<file path="src/rtl/pcm_tdm_pkg.sv">
package pcm_tdm_pkg;
   localparam int unsigned SLOT_BITS = 8;
   localparam int unsigned IDX_W     = $clog2(SLOT_BITS);

   typedef logic [SLOT_BITS-1:0] pcm_byte_t;
   typedef logic [IDX_W-1:0]     bit_idx_t;

   // registered slot position: slot active and bit index inside the slot
   typedef struct packed {
      logic     act;
      bit_idx_t idx;
   } slot_pos_t;
endpackage

</file>
<file path="src/rtl/pcm_sync.sv">
module pcm_sync #(
   parameter int unsigned W      = 1,
   parameter int unsigned STAGES = 2
) (
   input  logic         clk,
   input  logic         rst_n,
   input  logic [W-1:0] d,
   output logic [W-1:0] q
);
   logic [W-1:0] st [STAGES];

   if (STAGES < 2) begin : g_bad_stages
      $error("pcm_sync needs at least two stages");
   end

   always_ff @(posedge clk) begin
      if (!rst_n) begin
         for (int i = 0; i < STAGES; i++) st[i] <= '0;
      end else begin
         st[0] <= d;
         for (int i = 1; i < STAGES; i++) st[i] <= st[i-1];
      end
   end

   assign q = st[STAGES-1];
endmodule

</file>
<file path="src/rtl/pcm_slot_timer.sv">
module pcm_slot_timer
   import pcm_tdm_pkg::*;
#(
   parameter  int unsigned SLOTS  = 64,
   localparam int unsigned SLOT_W = $clog2(SLOTS)
) (
   input  logic              clk,
   input  logic              rst_n,
   input  logic              bit_rise,
   input  logic              sync_rise,
   input  logic              en,
   input  logic              delayed,
   input  logic [SLOT_W-1:0] slot,
   output slot_pos_t         pos_o,
   output logic              load_o
);
   localparam int unsigned FRAME_MAX = SLOTS * SLOT_BITS;
   localparam int unsigned POS_W     = $clog2(FRAME_MAX) + 1;
   localparam logic [POS_W-1:0] POS_SAT = '1;

   logic             run_q, pend_q, go, run_d, act_d;
   logic [POS_W-1:0] pos_q, pos_d, flen_q, flen_d, start, stop;

   always_comb begin
      go     = bit_rise & (pend_q | sync_rise);
      run_d  = run_q | go;
      pos_d  = go ? '0 : ((pos_q == POS_SAT) ? pos_q : pos_q + POS_W'(1));
      flen_d = (go && run_q) ? pos_q + POS_W'(1) : flen_q;
      start  = delayed ? (POS_W'(slot) << IDX_W) : '0;
      stop   = start + POS_W'(SLOT_BITS);
      act_d  = en & run_d & (stop <= flen_d) & (pos_d >= start) & (pos_d < stop);
   end

   assign load_o = bit_rise & act_d & (pos_d == start);

   always_ff @(posedge clk) begin
      if (!rst_n) begin
         run_q  <= 1'b0;
         pend_q <= 1'b0;
         pos_q  <= '0;
         flen_q <= POS_W'(FRAME_MAX);
         pos_o  <= '0;
      end else begin
         if (bit_rise)       pend_q <= 1'b0;
         else if (sync_rise) pend_q <= 1'b1;
         if (bit_rise) begin
            run_q     <= run_d;
            pos_q     <= pos_d;
            flen_q    <= flen_d;
            pos_o.act <= act_d;
            pos_o.idx <= IDX_W'(pos_d - start);
         end
      end
   end
endmodule

</file>
<file path="src/rtl/pcm_tx_shift.sv">
module pcm_tx_shift
   import pcm_tdm_pkg::*;
(
   input  logic      clk,
   input  logic      rst_n,
   input  logic      load,
   input  pcm_byte_t tx_byte,
   input  bit_idx_t  idx,
   output logic      dbit
);
   pcm_byte_t hold_q;

   always_ff @(posedge clk) begin
      if (!rst_n)    hold_q <= '0;
      else if (load) hold_q <= tx_byte;
   end

   // most significant bit leaves first
   assign dbit = hold_q[bit_idx_t'(SLOT_BITS-1) - idx];
endmodule

</file>
<file path="src/rtl/pcm_rx_shift.sv">
module pcm_rx_shift
   import pcm_tdm_pkg::*;
(
   input  logic      clk,
   input  logic      rst_n,
   input  logic      clear,
   input  logic      sample,
   input  logic      din,
   input  bit_idx_t  idx,
   output pcm_byte_t byte_o,
   output logic      valid_o
);
   pcm_byte_t sh_q;

   always_ff @(posedge clk) begin
      if (!rst_n) begin
         sh_q    <= '0;
         byte_o  <= '0;
         valid_o <= 1'b0;
      end else begin
         valid_o <= 1'b0;
         if (clear) sh_q <= '0;
         if (sample) begin
            sh_q <= {sh_q[SLOT_BITS-2:0], din};
            if (idx == '1) begin
               byte_o  <= {sh_q[SLOT_BITS-2:0], din};
               valid_o <= 1'b1;
            end
         end
      end
   end
endmodule

</file>
<file path="src/rtl/pcm_tdm_port.sv">
module pcm_tdm_port
   import pcm_tdm_pkg::*;
#(
   parameter  int unsigned SLOTS  = 64,
   parameter  int unsigned NPORTS = 2,
   localparam int unsigned SLOT_W = $clog2(SLOTS),
   localparam int unsigned PSEL_W = $clog2(NPORTS)
) (
   input  logic              clk,
   input  logic              rst_n,
   input  logic              bit_clk,
   input  logic              tx_sync,
   input  logic              rx_sync,
   input  logic [NPORTS-1:0] rxd,
   input  logic [7:0]        tx_byte,
   input  logic              tx_en,
   input  logic              tx_delayed,
   input  logic [SLOT_W-1:0] tx_slot,
   input  logic [PSEL_W-1:0] tx_port,
   input  logic              rx_en,
   input  logic              rx_delayed,
   input  logic [SLOT_W-1:0] rx_slot,
   input  logic [PSEL_W-1:0] rx_port,
   output logic [NPORTS-1:0] txd,
   output logic [NPORTS-1:0] txd_oe,
   output logic [NPORTS-1:0] tx_strobe_n,
   output logic [7:0]        rx_byte,
   output logic              rx_valid
);
   localparam int unsigned SYNC_W = 3 + NPORTS;

   if (SLOTS < 2 || SLOTS > 64 || (1 << SLOT_W) != SLOTS) begin : g_bad_slots
      $error("SLOTS must be a power of two from 2 to 64");
   end
   if (NPORTS < 2 || (1 << PSEL_W) != NPORTS) begin : g_bad_ports
      $error("NPORTS must be a power of two of at least 2");
   end
   if (SLOT_BITS != 8) begin : g_bad_width
      $error("slot width must match the 8-bit byte ports");
   end

   logic [SYNC_W-1:0] sync_q;
   logic [2:0]        edge_q;
   logic              bclk_rise, bclk_fall, txs_rise, rxs_rise, tx_bit;
   logic [NPORTS-1:0] rxd_s;
   slot_pos_t         tx_pos, rx_pos;
   logic              tx_load, rx_load;

   pcm_sync #(.W(SYNC_W), .STAGES(2)) u_sync (
      .clk(clk), .rst_n(rst_n),
      .d({rxd, rx_sync, tx_sync, bit_clk}), .q(sync_q)
   );

   always_ff @(posedge clk) begin
      if (!rst_n) edge_q <= '0;
      else        edge_q <= sync_q[2:0];
   end

   assign bclk_rise = sync_q[0] & ~edge_q[0];
   assign bclk_fall = ~sync_q[0] & edge_q[0];
   assign txs_rise  = sync_q[1] & ~edge_q[1];
   assign rxs_rise  = sync_q[2] & ~edge_q[2];
   assign rxd_s     = sync_q[SYNC_W-1:3];

   pcm_slot_timer #(.SLOTS(SLOTS)) u_tx_timer (
      .clk(clk), .rst_n(rst_n), .bit_rise(bclk_rise), .sync_rise(txs_rise),
      .en(tx_en), .delayed(tx_delayed), .slot(tx_slot),
      .pos_o(tx_pos), .load_o(tx_load)
   );

   pcm_slot_timer #(.SLOTS(SLOTS)) u_rx_timer (
      .clk(clk), .rst_n(rst_n), .bit_rise(bclk_rise), .sync_rise(rxs_rise),
      .en(rx_en), .delayed(rx_delayed), .slot(rx_slot),
      .pos_o(rx_pos), .load_o(rx_load)
   );

   pcm_tx_shift u_tx_shift (
      .clk(clk), .rst_n(rst_n), .load(tx_load), .tx_byte(tx_byte),
      .idx(tx_pos.idx), .dbit(tx_bit)
   );

   pcm_rx_shift u_rx_shift (
      .clk(clk), .rst_n(rst_n), .clear(rx_load),
      .sample(bclk_fall & rx_pos.act), .din(rxd_s[rx_port]),
      .idx(rx_pos.idx), .byte_o(rx_byte), .valid_o(rx_valid)
   );

   for (genvar p = 0; p < NPORTS; p++) begin : g_port
      logic sel;
      assign sel            = tx_pos.act && (tx_port == PSEL_W'(p));
      assign txd_oe[p]      = sel;
      assign txd[p]         = sel & tx_bit;
      assign tx_strobe_n[p] = ~sel;
   end
endmodule

</file>
<file path="config.mk">
export PLATFORM = sky130hd
export DESIGN_NAME = pcm_tdm_port
export DESIGN_NICKNAME = d
export VERILOG_FILES = /design/src/rtl/pcm_tdm_pkg.sv /design/src/rtl/pcm_sync.sv /design/src/rtl/pcm_slot_timer.sv /design/src/rtl/pcm_tx_shift.sv /design/src/rtl/pcm_rx_shift.sv /design/src/rtl/pcm_tdm_port.sv
export SDC_FILE = /design/constraint.sdc
export NUM_CORES = 1
export LEC_CHECK = 0
export BUFFER_PORTS_ARGS = -buffer_cell sky130_fd_sc_hd__buf_4
export CAP_MARGIN = 20
export CORE_MARGIN = 1.5
export CORE_UTILIZATION = 45
export DETAILED_ROUTE_END_ITERATION = 8
export GPL_TIMING_DRIVEN = 0
export SLEW_MARGIN = 10
export SYNTH_ARGS = -nofsm -noshare
export SYNTH_HDL_FRONTEND = slang
export SYNTH_SLANG_ARGS = --single-unit
export TNS_END_PERCENT = 10
</file>
<file path="constraint.sdc">
create_clock -name clk -period 4.7 [get_ports clk]
set_clock_uncertainty 0.05 [all_clocks]
set_input_delay 0.47 -clock clk [delete_from_list [all_inputs] [get_ports clk]]
set_output_delay 0.47 -clock clk [all_outputs]
set_load 0.03 [all_outputs]
</file>
# Word-level counts from Yosys, hierarchy flattened
# Memories as Yosys holds them, arrays and structs flattened.
# Cells that the tools add are included.
[word_totals]
mem_bits_rw = 10
rom_bits = 0
regBits = 79
memories = 1
latch_bits = 0
[mem_list]
columns = ["memory", "depth", "width", "rd", "rd_ports_with_merged_regs", "write_ports", "line_no", "text"]
rows = [
  ["u_sync.st", 2, 5, 2, 0, 2, "pcm_sync.sv:10", "logic [W-1:0] st [STAGES];"],
]
[classes]
div = 0
bitwise = 35
multipliers = 0
add_sub_neg = 7
eq_ne = 5
shift = 0
magnitude_cmp = 8
muxes = 19
n_reduce_logical = 8
[ops]
columns = ["cell", "count"]
rows = [
  ["$mux 10", 6],
  ["$and 1x1->1", 21],
  ["$add 10x1->10 const B", 2],
  ["$add 9x4->10 const B", 2],
  ["$eq 10x10->1 const B", 2],
  ["$eq 10x9->1", 2],
  ["$ge 10x9->1", 2],
  ["$le 10x10->1", 2],
  ["$lt 10x10->1", 2],
  ["$mux 9", 2],
  ["$mux 7", 2],
  ["$mux 5", 2],
  ["$not 1->1", 8],
  ["$mux 1", 6],
  ["$or 1x1->1", 6],
  ["$sub 3x3->3", 2],
  ["$logic_and 1x1->1", 4],
  ["$lt 3x4->1 const B", 1],
  ["$reduce_and 2->1", 2],
  ["$bmux 1 s3", 1],
  ["$eq 3x3->1 const B", 1],
  ["$sub 3x3->3 const A", 1],
  ["$lt 1x2->1 const B", 1],
  ["$reduce_bool 2->1", 1],
  ["$reduce_or 2->1", 1],
]

# Depth between registers and ports, before layout
# Gate-level depths: netlist of run 1.
[depth]
depth_word = 14
depth_mapped = 15
ltp_nobuf = 14

# Modules after synthesis
# Synthesis of run 1 repeated with hierarchy kept, for this count alone.
[unflattened]
cells_unflattened = 596
area_unflattened_um2 = 5096.1
[by_module_without_submodules]
columns = ["module", "cells_each", "n_inst", "area_each_um2"]
rows = [
  ["pcm_slot_timer at u_tx_timer", 230, 1, 1815.5],
  ["pcm_slot_timer at u_rx_timer", 227, 1, 1800.5],
  ["pcm_rx_shift", 67, 1, 646.9],
  ["pcm_tx_shift", 28, 1, 359.1],
  ["pcm_sync", 25, 1, 300.3],
  ["pcm_tdm_port", 19, 1, 173.9],
]

# Least setup slack after synthesis of run 1
# OpenSTA, ideal clock, no wires.
[synth_timing]
path_type = "flip-flop to flip-flop"
start = "register u_tx_timer.pos_q[1]"
end = "register u_tx_shift.hold_q[0]"
setup_ns = 0.120
slack_ns = 1.777
path_buffers = 1
required_ns = 4.530
t_arrival_ns = 2.753
path_stages_with_launch = 12
path_cell_list = "dfxtp_1 -> ha_1 -> and4_1 -> nand4_2 -> a21oi_1 -> ha_1 -> a2111oi_0 -> a21oi_1 -> nor3_1 -> nand4b_1 -> buf_4 -> mux2i_1"
[synth_via]
elab_chain_cells = 8
[synth_rtl]
columns = ["element", "line_no", "text"]
rows = [
  ["from (decl)", "pcm_slot_timer.sv:22", "logic [POS_W-1:0] pos_q, pos_d, flen_q, flen_d, start, stop;"],
  ["from (signal assigned)", "pcm_slot_timer.sv:48", "pos_q <= pos_d;"],
  ["$add 10x1->10 or $eq 10x10->1 (tied branches)", "pcm_slot_timer.sv:27", "pos_d = go ? '0 : ((pos_q == POS_SAT) ? pos_q : pos_q + POS_W'(1));"],
  ["$mux 10 * (2 in series)", "pcm_slot_timer.sv:27", ""],
  ["net u_tx_timer.pos_d[6]", "pcm_slot_timer.sv:22", ""],
  ["$ge 10x9->1", "pcm_slot_timer.sv:31", "act_d = en & run_d & (stop <= flen_d) & (pos_d >= start) & (pos_d < stop);"],
  ["$and 1x1->1 (2 in series)", "pcm_slot_timer.sv:31", ""],
  ["$and 1x1->1", "pcm_slot_timer.sv:34", "assign load_o = bit_rise & act_d & (pos_d == start);"],
  ["$and 1x1->1 *", "pcm_slot_timer.sv:34", ""],
  ["to (signal assigned)", "pcm_tx_shift.sv:15", "else if (load) hold_q <= tx_byte;"],
  ["to (decl)", "pcm_tx_shift.sv:11", "pcm_byte_t hold_q;"],
]
# Mark *: on every way through the listed nets, which the timed path passes. The rest lies on a longest branch.
# A chain may end at the register's enable or synchronous reset.

# Worst setup path in the final report of run 1
[layout_timing]
start = "register u_tx_timer.pos_q[1]"
end = "register u_tx_shift.hold_q[5]"
# The elaborated chain is that of the path after synthesis.

==> results of run 1 <==
## stage by stage
step / power (mW) / utilization, % / worst slack, ns / std cells
finish: 1.46 / 52.8 / 1.16 / 799
global route: 1.52 / 52.8 / 1.01 / 799
CTS: 1.48 / 52.8 / 1.18 / 799
detailed placement: 0.868 / 50.6 / 1.19 / 783
global placement: 0.864 / 50.6 / 1.24 / 783
floorplan: 0.816 / - / 1.78 / 598
## worst max-delay path by stage
stage,from,endpoint,slack [ns],depth (start not counted)
after floorplan,u_tx_timer.pos_q[1],u_tx_shift.hold_q[0],1.78,11
after global placement,u_tx_timer.pos_q[1],u_tx_shift.hold_q[2],1.24,11
after detailed placement,u_tx_timer.pos_q[1],u_tx_shift.hold_q[5],1.19,11
after CTS,u_tx_timer.pos_q[1],u_tx_shift.hold_q[5],1.18,11
after global routing,u_tx_timer.pos_q[1],u_tx_shift.hold_q[1],1.01,11
final,u_tx_timer.pos_q[1],u_tx_shift.hold_q[5],1.16,11
## logic make-up (layout without fill, tap and decap cells)
group / Yosys count / count (layout) / synth area share, %
AO/OA/AOI/OAI: 129 / 129 / 17.6
flip-flops: 83 / 83 / 33.6
multiplexers: 20 / 20 / 4.56
adder cells (fa/ha/maj): 43 / 43 / 10.9
AND/OR/NAND/NOR: 246 / 246 / 24.3
buffers and inverters: 54 / 115 / 4.94
XOR/XNOR: 23 / 23 / 4.07
## sequential cells by signal, indices dropped and copies added, names as in the netlist
register	flops
edge_q	3
u_rx_shift.byte_o	8
u_rx_shift.sh_q	7
u_rx_shift.valid_o	1
u_rx_timer.flen_q	10
u_rx_timer.pend_q	1
u_rx_timer.pos_o	1
u_rx_timer.pos_q	10
u_rx_timer.run_q	1
u_sync.st	10
u_tx_shift.hold_q	8
u_tx_timer.flen_q	10
u_tx_timer.pend_q	1
u_tx_timer.pos_o	1
u_tx_timer.pos_q	10
u_tx_timer.run_q	1
## worst reg2reg max path, stage by stage, from the launching register on
cell	delay (ns)
dfxtp_1	0.47
ha_1	0.33
and4_1	0.31
nand4_2	0.29
a21oi_1	0.36
ha_1	0.30
a2111oi_0	0.40
a21oi_1	0.13
nor3_1	0.26
nand4b_1	0.18
buf_4	0.22
mux2i_1	0.13
## cells in the final DEF, fill, tap and decap left out, drive strengths merged, types with 7 or more instances in the layout
cell type   n
o21ai      15
buf        58
nor3       10
clkbuf     33
inv        21
and2       18
nor2       62
nand4      10
mux2i      18
xor2       12
and3        7
dfxtp      83
xnor2      11
nor2b      11
nand3      22
a21o        9
o211ai     13
ha         43
a21oi      56
nand2      85
## area by class of cell
class                   count  area [um2]  share of cell area, %
well taps                 140         175                   3.08
repair buffers             45         338                   5.93
inverters                  21        78.8                   1.38
clock buffers              13         169                   2.97
flip-flops and latches     83        1660                   29.2
plain buffers              33         165                   2.90
clock inverters             3        68.8                   1.21
multi-input cells         461        3040                   53.4
## per-layer routing
| layer | GRT usage [%] | routed length, um | part of all wire, % |
|---|---|---|---|
| met1 | 27.3 | 5620 | 45 |
| met3 | 3.93 | 358 | 2.9 |
| met5 | 0 | 0 | 0 |
| met4 | 8.55 | 259 | 2.1 |
| met2 | 40.4 | 6160 | 50 |
## power breakdown
| part | leakage (nW) | internal (mW) | switching (mW) | total (mW) |
|---|---|---|---|---|
| clock network | 0.120 | 0.344 | 0.266 | 0.611 |
| registers | 0.671 | 0.709 | 0.00510 | 0.715 |
| logic | 1.71 | 0.0592 | 0.0777 | 0.137 |
| total | 2.50 | 1.11 | 0.349 | 1.46 |
==> results.py, run 1 <==
metrics = {
    "status": {
        "status": "finished, final reports clean",
    },
    "die": {
        "die-width_um": 108,
        "core_um2": 10800,
        "dieArea_um2": 11600,
        "io_pins": 48,
        "rows": 38,
        "die_h_um": 108,
        "start_util_pct": 45.8,
    },
    "clocking": {
        "clock_latency_ns": 0.38,
        "cts-buffers-inserted": 9,
        "cts.htree.levels": 3,
        "clock_sinks": 83,
        "cts_setup_buffers": 0,
        "cts.path.max_buffers": 2,
        "path_clk_slew_ns": 0.09,
        "cts-resized-gates": 0,
        "hold_buffers": 0,
        "cts_tree": "done",
        "cts_root_buf": "clkbuf_8",
    },
    "grt": {
        "grt_max_degree": 14,
        "grt_pass1_vias": 4182,
        "grt_usage_pct": 22.7,
        "gr-total-overflow": 0,
        "antenna_found_initial": 0,
        "grt_pass1_wl_um": 20300,
    },
    "routing": {
        "antenna_left": 0,
        "dr_total_vias": 4361,
        "wl_per_cell_um": 15.5,
        "drc": 0,
        "first_pass_iters": 4,
        "first_iter_violations": 184,
        "via_per_inst": 5.46,
        "wirelength_um": 12400,
    },
    "synthesis": {
        "yosysTopAreaCellShare_pct": 33.6,
        "yosys.area.top_type": "dfxtp_1",
        "ys_warn_count": 0,
        "yosys.cell_count.top_type": "nand2_1",
        "syn_nets": 674,
        "async_reset_ff_share_pct": 0,
        "synthCells": 598,
        "synth_ff_type": "dfxtp_1",
        "synth.distinct_cells": 61,
        "synth_area_leaders": "dfxtp_1, ha_1, nand2_1, a21oi_1, nor2_1",
        "synth_commonest_cells": "nand2_1, dfxtp_1, nor2_1",
        "syn_area_per_cell_um2": 8.27,
        "synth-seq-cells": 83,
        "seq_area_frac_synth_pct": 33.6,
        "synth_edf_count": 0,
        "synth_area_um2": 4940,
    },
    "timing": {
        "fin_crit_sh_pct": 75.3,
        "max_freq_mhz": 283,
        "setup_violations": 0,
        "whs_ns": 0.243,
        "hold_violations": 0,
        "period_minus_slack_ns": 3.54,
        "fin_setup_tns_ns": 0,
        "slew_violations": 0,
        "tightest_slew_ns": 0.802,
        "slew-limit-headroom_pct": 46.1,
        "rsz0062_at_grt": "no",
    },
    "worst_setup_path": {
        "crit_path_end_kind": "flop",
        "worstPathCellList": "ha_1 -> and4_1 -> nand4_2 -> a21oi_1 -> ha_1 -> a2111oi_0 -> a21oi_1 -> nor3_1 -> nand4b_1 -> buf_4 -> mux2i_1",
        "required_ns": 4.91,
        "startpoint_type": "flop",
        "r2r_start": "u_tx_timer.pos_q[1]",
        "crit_family": "simple AND/OR/NAND/NOR gates",
        "worst-setup-path-type": "reg -> reg",
        "cp_slowest_stage_delay_ns": 0.47,
        "rr_worst_depth": 11,
        "critPathSlowestCell": "dfxtp_1",
        "crit_buf_inv": 1,
        "rrSetupSlack_ns": 1.16,
        "cp_data_arrival_time_ns": 3.75,
        "critical_path.max_fanout": 10,
        "r2r-end": "u_tx_shift.hold_q[5]",
    },
    "hold_path": {
        "hp-class": "in -> reg",
        "hold_depth": 2,
        "hp-start": "rxd[0]",
        "hold_end": "u_sync.st[0][3]",
    },
    "pwr": {
        "vdd_drop_max_uv": 168,
        "power.density_nw_per_um2": 257,
        "p_leak_nw": 2.50,
    },
    "finish": {
        "diodes": 0,
        "design_area_um2": 5690,
        "fill_cells": 1041,
        "layout-drive-gt1-share_pct": 14.4,
        "fin_nets": 730,
        "area_growth_pct": 15.2,
    },
    "placement": {
        "place_area_um2": 5460,
        "hpwl_um": 9380,
        "place.gp.congestion": 0.893,
        "portBuffers": 45,
    },
    "flow_run": {
        "drv_cap": 0,
    },
}
Power figures use the tool's default switching activity.
==> inputs of run 2 (changes only) <==
--- a/config.mk
+++ b/config.mk
@@ -5,12 +5,14 @@
 export SDC_FILE = /design/constraint.sdc
 export NUM_CORES = 1
 export LEC_CHECK = 0
+export ABC_AREA = 1
 export BUFFER_PORTS_ARGS = -buffer_cell sky130_fd_sc_hd__buf_4
 export CAP_MARGIN = 20
 export CORE_MARGIN = 1.5
 export CORE_UTILIZATION = 45
 export DETAILED_ROUTE_END_ITERATION = 8
 export GPL_TIMING_DRIVEN = 0
+export PLACE_DENSITY = 0.66
 export SLEW_MARGIN = 10
 export SYNTH_ARGS = -nofsm -noshare
 export SYNTH_HDL_FRONTEND = slang
==> constraint.sdc (replaced) <==
create_clock -name clk -period 3.03 [get_ports clk]
set_clock_uncertainty 0.05 [all_clocks]
set_input_delay 0.303 -clock clk [delete_from_list [all_inputs] [get_ports clk]]
set_output_delay 0.303 -clock clk [all_outputs]
set_load 0.03 [all_outputs]
==> results.py, run 2 <==
metrics = {
    "status": {
        "status": "finished, final reports clean",
    },
    "grt": {
        "grt_pass1_wl_um": 18800,
        "gr-total-overflow": 0,
        "grt_usage_pct": 20.5,
        "grt_pass1_vias": 4107,
        "grt_max_degree": 17,
        "antenna_found_initial": 0,
    },
    "placement": {
        "hpwl_um": 8840,
        "portBuffers": 45,
        "pre_cts_slack_ns": -0.223,
        "place_area_um2": 5350,
        "place.gp.congestion": 0.904,
    },
    "pwr": {
        "power_mw": 2.23,
        "vdd_drop_max_uv": 238,
        "p_leak_nw": 2.84,
        "power.density_nw_per_um2": 388,
    },
    "routing": {
        "wl_per_cell_um": 13.1,
        "wirelength_um": 11500,
        "antenna_left": 0,
        "first_pass_iters": 4,
        "via_per_inst": 5.05,
        "dr_total_vias": 4463,
        "drc": 0,
        "first_iter_violations": 193,
    },
    "clocking": {
        "cts.htree.levels": 3,
        "clock_latency_ns": 0.36,
        "cts-buffers-inserted": 9,
        "cts.path.max_buffers": 2,
        "cts_root_buf": "clkbuf_8",
        "clock_sinks": 83,
        "cts_tree": "done",
        "hold_buffers": 0,
        "path_clk_slew_ns": 0.10,
    },
    "timing": {
        "slew_violations": 0,
        "fin_setup_tns_ns": 0,
        "slew-limit-headroom_pct": 55.2,
        "max_freq_mhz": 338,
        "period_minus_slack_ns": 2.96,
        "fin_ws_ns": 0.0742,
        "whs_ns": 0.0700,
        "fin_crit_sh_pct": 97.6,
        "tightest_slew_ns": 0.672,
        "setup_violations": 0,
        "hold_violations": 0,
    },
    "synthesis": {
        "syn_nets": 755,
        "yosysTopAreaCellShare_pct": 34.3,
        "synth_edf_count": 0,
        "synth_commonest_cells": "nand2_1, inv_1, dfxtp_1",
        "synth.distinct_cells": 43,
        "synth_area_um2": 4840,
        "yosys.cell_count.top_type": "nand2_1",
        "yosys.area.top_type": "dfxtp_1",
        "syn_area_per_cell_um2": 7.13,
        "ys_warn_count": 0,
        "synthCells": 679,
        "synth_area_leaders": "dfxtp_1, nand2_1, ha_1, inv_1, nand3_1",
        "async_reset_ff_share_pct": 0,
        "synth-seq-cells": 83,
        "synth_ff_type": "dfxtp_1",
        "seq_area_frac_synth_pct": 34.3,
    },
    "die": {
        "dieArea_um2": 11400,
        "rows": 37,
        "die-width_um": 107,
        "io_pins": 48,
        "die_h_um": 107,
        "start_util_pct": 46.7,
        "core_um2": 10400,
    },
    "finish": {
        "final_cell_mix": "nand2_1, inv_1, dfxtp_1",
        "area_growth_pct": 18.6,
        "diodes": 0,
        "design_area_um2": 5740,
        "fill_cells": 1003,
        "layout-drive-gt1-share_pct": 18.2,
        "final_common_cell": "nand2_1",
        "fin_nets": 818,
    },
    "worst_setup_path": {
        "cp_data_arrival_time_ns": 3.17,
        "crit_path_end_kind": "flop",
        "critPathSlowestCell": "dfxtp_4",
        "cp_slowest_stage_delay_ns": 0.39,
        "worst-setup-path-type": "reg -> reg",
        "startpoint_type": "flop",
        "critical_path.max_fanout": 10,
        "crit_buf_inv": 2,
        "required_ns": 3.24,
        "worstPathCellList": "ha_2 -> nand2_2 -> nor2_4 -> nand2_1 -> xor2_2 -> o21ai_0 -> inv_1 -> ha_1 -> nand2_1 -> nor3_2 -> nand4_2 -> nor2_4 -> nand3_4 -> buf_6 -> nor2_1 -> nor2_1",
        "crit_family": "simple AND/OR/NAND/NOR gates",
    },
    "hold_path": {
        "hp-class": "in -> reg",
    },
    "flow_run": {
        "drv_cap": 0,
    },
}
==> run 2: tightest hold or removal path: stages <==
cell and delay [ns]:
buf_4 0.08, nand2_1 0.04, inv_1 0.04
==> run 2: final timing paths <==
path	start	endpoint	slack, ns	depth (start not counted)
hold reg to reg	u_sync.st[0][0]	u_sync.st[0][5]	0.37	2
setup / recovery	u_tx_timer.pos_q[1]	u_tx_shift.hold_q[4]	0.07	16
hold / removal	rxd[1]	u_sync.st[0][4]	0.07	3
setup reg to reg	u_tx_timer.pos_q[1]	u_tx_shift.hold_q[4]	0.07	16
==> run 2: timing repair <==
action,CTS,global route
setup buffers,0,7
pin swaps,0,14
resized for setup,8,34
endpoints found under the setup margin,17,17
==> run 2: per-stage QoR <==
stage                     std cells  utilization, %
after floorplan                 679               -
after global placement          860            51.6
after detailed placement        860            51.6
after CTS                       876            54.0
after global routing            883            55.4
final                           883            55.4
==> run 2: kinds of logic (layout without fill, tap and decap cells) <==
family                   count (synthesis)  in the layout  synth area share [%]
AND/OR/NAND/NOR                        315            315                  29.3
XOR/XNOR                                15             15                  2.71
buffers and inverters                  123            191                  10.2
AO/OA/AOI/OAI                           95             95                  11.4
adder cells (fa/ha/maj)                 43             43                  11.1
flip-flops                              83             83                  34.3
multiplexers                             5              5                  1.06
==> run 2: layer usage <==
metal | wire length (um) | GRT usage (%)
met5 | 0 | 0
met4 | 194 | 9.14
met3 | 431 | 2.67
met2 | 5660 | 35.4
met1 | 5250 | 25.4
==> run 2: cell type report <==
cell class / count / area [um2] / share of cell area, %
multi-input combinational: 473 / 2780 / 48.5
timing repair buffer: 52 / 390 / 6.80
clock buffer: 9 / 124 / 2.16
clock inverter: 7 / 106 / 1.85
buffer: 18 / 100 / 1.74
tap: 136 / 170 / 2.96
sequential: 83 / 1670 / 29.1
inverter: 105 / 395 / 6.88
==> run 2: power by group <==
part	leakage [nW]	total (mW)	switching (mW)	internal [mW]
Clock	0.117	0.921	0.440	0.480
Sequential	0.674	1.11	0.00652	1.10
Combinational	2.05	0.201	0.121	0.0796
